### config.mk
export PLATFORM = sky130hd
export DESIGN_NAME = lfsr_count_conv
export DESIGN_NICKNAME = d
export VERILOG_FILES = /design/src/rtl/lfsr_conv_pkg.sv /design/src/rtl/lc_lfsr_core.sv /design/src/rtl/lc_down_count.sv /design/src/rtl/lc_seq_ctrl.sv /design/src/rtl/lfsr_count_conv.sv
export SDC_FILE = /design/constraint.sdc
export NUM_CORES = 1
export LEC_CHECK = 0
export BUFFER_PORTS_ARGS = -buffer_cell sky130_fd_sc_hd__buf_2
export CAP_MARGIN = 20
export CORE_MARGIN = 5
export CORE_UTILIZATION = 40
export CTS_BUF_LIST = sky130_fd_sc_hd__clkbuf_4
export CTS_CLUSTER_DIAMETER = 30
export CTS_CLUSTER_SIZE = 8
export DETAILED_ROUTE_END_ITERATION = 16
export PLACE_DENSITY_LB_ADDON = 0.2
export SLEW_MARGIN = 20
export SYNTH_ARGS = -nofsm -noshare
export SYNTH_HDL_FRONTEND = slang
export SYNTH_SLANG_ARGS = --single-unit
export TNS_END_PERCENT = 50
### constraint.sdc
create_clock -name clk -period 3.11 [get_ports clk]
set_input_delay 0 -clock clk [delete_from_list [all_inputs] [get_ports clk]]
set_output_delay 0 -clock clk [all_outputs]
set_load 0.02 [all_outputs]
### src/rtl/lfsr_conv_pkg.sv
package lfsr_conv_pkg;
  localparam int unsigned DEF_CNT_W  = 16;
  localparam int unsigned DEF_LFSR_W = 16;
  // Seed: all ones. Taps: bits 15, 4, 2, 1.
  localparam logic [15:0] DEF_SEED = 16'hFFFF;
  localparam logic [15:0] DEF_TAPS = 16'h8016;

  typedef enum logic {
    CV_IDLE = 1'b0,
    CV_RUN  = 1'b1
  } cv_state_e;
endpackage

### src/rtl/lc_lfsr_core.sv
module lc_lfsr_core #(
  parameter int unsigned  WIDTH = 16,
  parameter logic [WIDTH-1:0] SEED = '1,
  parameter logic [WIDTH-1:0] TAPS = '1
) (
  input  logic             clk,
  input  logic             rst_n,
  input  logic             load,
  input  logic             step,
  output logic [WIDTH-1:0] state
);
  // Exclusive-OR chain over the tapped bits, built per bit position.
  logic [WIDTH:0] chain;
  assign chain[0] = 1'b0;

  for (genvar i = 0; i < WIDTH; i++) begin : g_tap
    if (TAPS[i]) begin : g_on
      assign chain[i+1] = chain[i] ^ state[i];
    end else begin : g_off
      assign chain[i+1] = chain[i];
    end
  end

  logic feedback;
  assign feedback = chain[WIDTH];

  always_ff @(posedge clk or negedge rst_n) begin
    if (!rst_n) begin
      state <= SEED;
    end else if (load) begin
      state <= SEED;
    end else if (step) begin
      state <= {state[WIDTH-2:0], feedback};
    end
  end
endmodule

### src/rtl/lc_down_count.sv
module lc_down_count #(
  parameter int unsigned WIDTH = 16
) (
  input  logic             clk,
  input  logic             rst_n,
  input  logic             load,
  input  logic [WIDTH-1:0] load_val,
  input  logic             dec,
  output logic             zero
);
  logic [WIDTH-1:0] remain;

  always_ff @(posedge clk or negedge rst_n) begin
    if (!rst_n) begin
      remain <= '0;
    end else if (load) begin
      remain <= load_val;
    end else if (dec && (remain != '0)) begin
      remain <= remain - 1'b1;
    end
  end

  assign zero = (remain == '0);
endmodule

### src/rtl/lc_seq_ctrl.sv
module lc_seq_ctrl
  import lfsr_conv_pkg::*;
(
  input  logic clk,
  input  logic rst_n,
  input  logic req,
  input  logic zero,
  output logic load,
  output logic advance,
  output logic finish,
  output logic busy,
  output logic done_q
);
  cv_state_e st_q, st_d;

  always_comb begin
    st_d    = st_q;
    load    = 1'b0;
    advance = 1'b0;
    finish  = 1'b0;
    unique case (st_q)
      CV_IDLE: begin
        if (req) begin
          load = 1'b1;
          st_d = CV_RUN;
        end
      end
      CV_RUN: begin
        if (zero) begin
          finish = 1'b1;
          st_d   = CV_IDLE;
        end else begin
          advance = 1'b1;
        end
      end
      default: st_d = CV_IDLE;
    endcase
  end

  always_ff @(posedge clk or negedge rst_n) begin
    if (!rst_n) begin
      st_q   <= CV_IDLE;
      done_q <= 1'b0;
    end else begin
      st_q   <= st_d;
      done_q <= finish;
    end
  end

  assign busy = (st_q == CV_RUN);
endmodule

### src/rtl/lfsr_count_conv.sv
module lfsr_count_conv
  import lfsr_conv_pkg::*;
#(
  parameter int unsigned CNT_W  = DEF_CNT_W,
  parameter int unsigned LFSR_W = DEF_LFSR_W,
  parameter logic [LFSR_W-1:0] SEED = DEF_SEED,
  parameter logic [LFSR_W-1:0] TAPS = DEF_TAPS
) (
  input  logic              clk,
  input  logic              rst_n,
  input  logic              in_valid,
  output logic              in_ready,
  input  logic [CNT_W-1:0]  in_count,
  output logic              out_valid,
  output logic [LFSR_W-1:0] out_data,
  output logic              busy
);
  logic req, zero, load, advance, finish, done_q, busy_i;
  logic [LFSR_W-1:0] work;

  assign req = in_valid && !busy_i;

  lc_seq_ctrl u_ctrl (
    .clk(clk), .rst_n(rst_n), .req(req), .zero(zero),
    .load(load), .advance(advance), .finish(finish),
    .busy(busy_i), .done_q(done_q)
  );

  lc_down_count #(.WIDTH(CNT_W)) u_cnt (
    .clk(clk), .rst_n(rst_n), .load(load), .load_val(in_count),
    .dec(advance), .zero(zero)
  );

  lc_lfsr_core #(.WIDTH(LFSR_W), .SEED(SEED), .TAPS(TAPS)) u_lfsr (
    .clk(clk), .rst_n(rst_n), .load(load), .step(advance), .state(work)
  );

  // The result register updates only when a conversion finishes.
  always_ff @(posedge clk or negedge rst_n) begin
    if (!rst_n) begin
      out_data <= SEED;
    end else if (finish) begin
      out_data <= work;
    end
  end

  assign out_valid = done_q;
  assign busy      = busy_i;
  assign in_ready  = !busy_i;
endmodule

==> results.sh <==
export IMPL_antenna_found_initial=0
export IMPL_clock_path_buffers=2
export IMPL_hold_depth=4
export IMPL_hold_path_class="input port to flop"
export IMPL_clock_sinks=50
export IMPL_die_x_um=88.26
export IMPL_slowest_delay_ns=0.56
export IMPL_required_ns=3.35
export IMPL_leakage_nw=1.181
export IMPL_yosysWarningCount=0
export IMPL_first_pass_iters=4
export IMPL_finClkSkew_ns=0.01508
export IMPL_cts_tree="done"
export IMPL_synth_edf_count=0
export IMPL_syn_mean_instance_area_um2=11.78
export IMPL_clock_root_buffer="clkbuf_4"
export IMPL_ys_flop_type="dfstp_2"
export IMPL_peakVddDrop_uv=310.0
export IMPL_syn_inst=208
export IMPL_startpoint_type="flop"
export IMPL_vias=1793
export IMPL_rows=28
export IMPL_layout_commonest_cell="buf_2"
export IMPL_crit_path_cell_trace="inv_1 -> ha_1 -> nor3b_2 -> nand3_1 -> o21ai_4 -> o311ai_0"
export IMPL_path_clk_slew_ns=0.16
export IMPL_setup_violations=0
export IMPL_drv_cap=0
export IMPL_worstPathArrival_ns=2.63
export IMPL_maxSlewHeadroom_pct=49.74
export IMPL_routed_wl_um=5165
export IMPL_synth_cell_types=45
export IMPL_fmax_mhz=417.2
export IMPL_io_pins=38
export IMPL_synthArstFlopShare_pct=100.0
export IMPL_diodes=0
export IMPL_worst_hold_slack_ns=0.01093
export IMPL_slowest_stage="o21ai_4"
export IMPL_reg2reg_depth=6
export IMPL_drive_above_1_share_pct=45.06
export IMPL_grt_max_degree=34
export IMPL_cts_resized=0
export IMPL_cp_num_buf_inv=1
export IMPL_syn2layout_area_growth_pct=15.93
export IMPL_fin_tns_setup_ns=0
export IMPL_design_core_area_um2=5956
export IMPL_first_iter_violations=66
export IMPL_start_util_pct=41.13
export IMPL_p_comb_share_pct=25.1
export IMPL_finalCriticalPeriod_ns=2.397
export IMPL_clk_latency_ns=0.37
export IMPL_grtUsageTotal_pct=14.68
export IMPL_drc_errors=0
export IMPL_place_hpwl_um=3549
export IMPL_io_buffers=37
export IMPL_htreeDepth=2
export IMPL_intPower_mw=1.295
export IMPL_routed_via_density=5.466
export IMPL_ant_nets=0
export IMPL_route_detailed_wl_per_inst_um=15.75
export IMPL_grt_first_pass_wirelength_um=8997
export IMPL_mostFrequentLayoutCells="buf_2 (37), dfstp_2 (32), mux2_2 (21)"
export IMPL_period_share_pct=77.07
export IMPL_numCtsBuffers=5
export IMPL_synth_nets=228
export IMPL_seq_power_share_pct=58.9
export IMPL_crit_family="simple AND/OR/NAND/NOR gates"
export IMPL_synth_seq_cells=50
export IMPL_slew_viol_final=0
export IMPL_die_h_um=88.26
export IMPL_p_switching_mw=0.6289
export IMPL_hold_viol_final=0
export IMPL_grt_pass1_vias=1869
export IMPL_netlist_area_um2=2450
export IMPL_cellPowerDensity_nw_per_um2=677.4
export IMPL_end_kind="flop"
export IMPL_worst_path_stages=6
export IMPL_worstMarginPinSlew_ns=0.7539
export IMPL_globalplace_congestion=0.8644
export IMPL_swShare_pct=32.69
export IMPL_final_nets=272
export IMPL_clkPwrFrac_pct=16.0
export IMPL_crit_type="flop to flop"
export IMPL_path_max_fanout=18
export IMPL_die_area_um2=7790
export IMPL_outcome="complete, no violations"
export IMPL_ys_seq_area_share_pct=52.71
export IMPL_gr_total_overflow=0
export IMPL_grt_setup_unrepaired="no"
[cells by family (layout without fill, tap and decap cells)]
kind of cell               after synthesis  count (layout)  synth area share, %
DFF                                     50              50                52.71
buffers and inverters                   18              63                3.779
adders and majority gates                1               1               0.5106
AOI/OAI and AO/OA                       49              49                16.24
xor gates and xnor gates                 6               6                2.145
and+or+nand+nor                         60              60                13.74
muxes                                   24              24                10.88
[Yosys cell counts, types with 2 or more instances]
cell type / n / area share (%)
a211oi_1: 4 / 1.2
a21oi_1: 3 / 0.61
a31oi_1: 2 / 0.51
and3_1: 3 / 0.77
buf_1: 2 / 0.31
buf_2: 2 / 0.41
buf_6: 3 / 1.4
clkbuf_1: 6 / 0.92
dfrtp_1: 18 / 18
dfstp_2: 32 / 34
inv_1: 5 / 0.77
mux2_2: 21 / 9.7
mux2i_1: 3 / 1.2
nand2_1: 8 / 1.2
nand2b_1: 6 / 1.5
nand3_1: 7 / 1.4
nor2_1: 9 / 1.4
nor2b_1: 3 / 0.77
nor3_1: 7 / 1.4
nor4_1: 4 / 1.0
o211ai_1: 4 / 1.2
o21ai_0: 3 / 0.61
o22a_1: 6 / 2.1
o22a_2: 9 / 3.7
o22ai_1: 5 / 1.3
o311ai_0: 2 / 0.72
o31ai_1: 3 / 0.92
or3_1: 5 / 1.3
or4_1: 3 / 0.92
xnor2_1: 5 / 1.8
[stage by stage]
step	cell area, µm²	instances	total power, mW	setup slack, ns	util [%]
after global routing	2840	328	2.072	0.4860	47.69
after global placement	2684	310	1.610	0.8129	45.06
final	2840	328	1.924	0.7130	47.69
after CTS	2840	328	1.949	0.7228	47.69
after floorplan	2450	208	1.474	1.123	-
after detailed placement	2684	310	1.625	0.7650	45.06
[worst min-delay path, delay by kind of cell]
kind	cells	cell delay, ns
compound gates	1	0.06
mux	1	0.13
simple gates	1	0.09
buf+inv	1	0.07
[what timing repair did]
item,in CTS,in global routing
hold buffers,10,0
setup buffers,0,0
hold endpoints to repair,24,0
[registers in the layout, summed over array words and instances, names as in the netlist]
signal	count
u_lfsr.state	16
u_ctrl.busy	1
out_data	16
u_cnt.remain	16
u_ctrl.done_q	1
[power groups by stage]
| stage | clock, mW | sequential [mW] | combinational, mW |
|---|---|---|---|
| after floorplan | 0 | 1.08 | 0.396 |
| after global placement | 0 | 1.14 | 0.468 |
| after detailed placement | 0 | 1.15 | 0.480 |
| after CTS | 0.324 | 1.13 | 0.491 |
| after global routing | 0.347 | 1.18 | 0.548 |
| final | 0.308 | 1.13 | 0.482 |
[area by class of cell]
type | count | area, µm²
Clock buffer | 5 | 37.54
Tap cell | 75 | 93.84
Clock inverter | 3 | 18.77
Inverter | 5 | 18.77
Timing Repair Buffer | 50 | 307.8
Fill cell | 563 | 3115
Multi-Input combinational cell | 140 | 1072
Sequential cell | 50 | 1291
[worst paths after layout]
check / startpoint / endpoint / slack (ns)
setup / recovery: u_cnt.remain[0] / u_cnt.remain[12] / 0.71
hold / removal: in_count[3] / u_cnt.remain[3] / 0.01
setup reg to reg: u_cnt.remain[0] / u_cnt.remain[12] / 0.71
hold reg to reg: u_lfsr.state[5] / u_lfsr.state[6] / 0.53
max in group asynchronous: rst_n / out_data[3] / 2.10
min in group asynchronous: rst_n / u_cnt.remain[3] / 0.21
[per-layer routing]
layer	up-vias	track usage, %	routed length [µm]
met1	874	19.82	2424
met4	0	4.258	61
met3	6	2.793	255
met2	40	24.13	2423
met5	-	0	0
li1	873	-	-
Note: power is estimated with default switching activity, not from simulation.
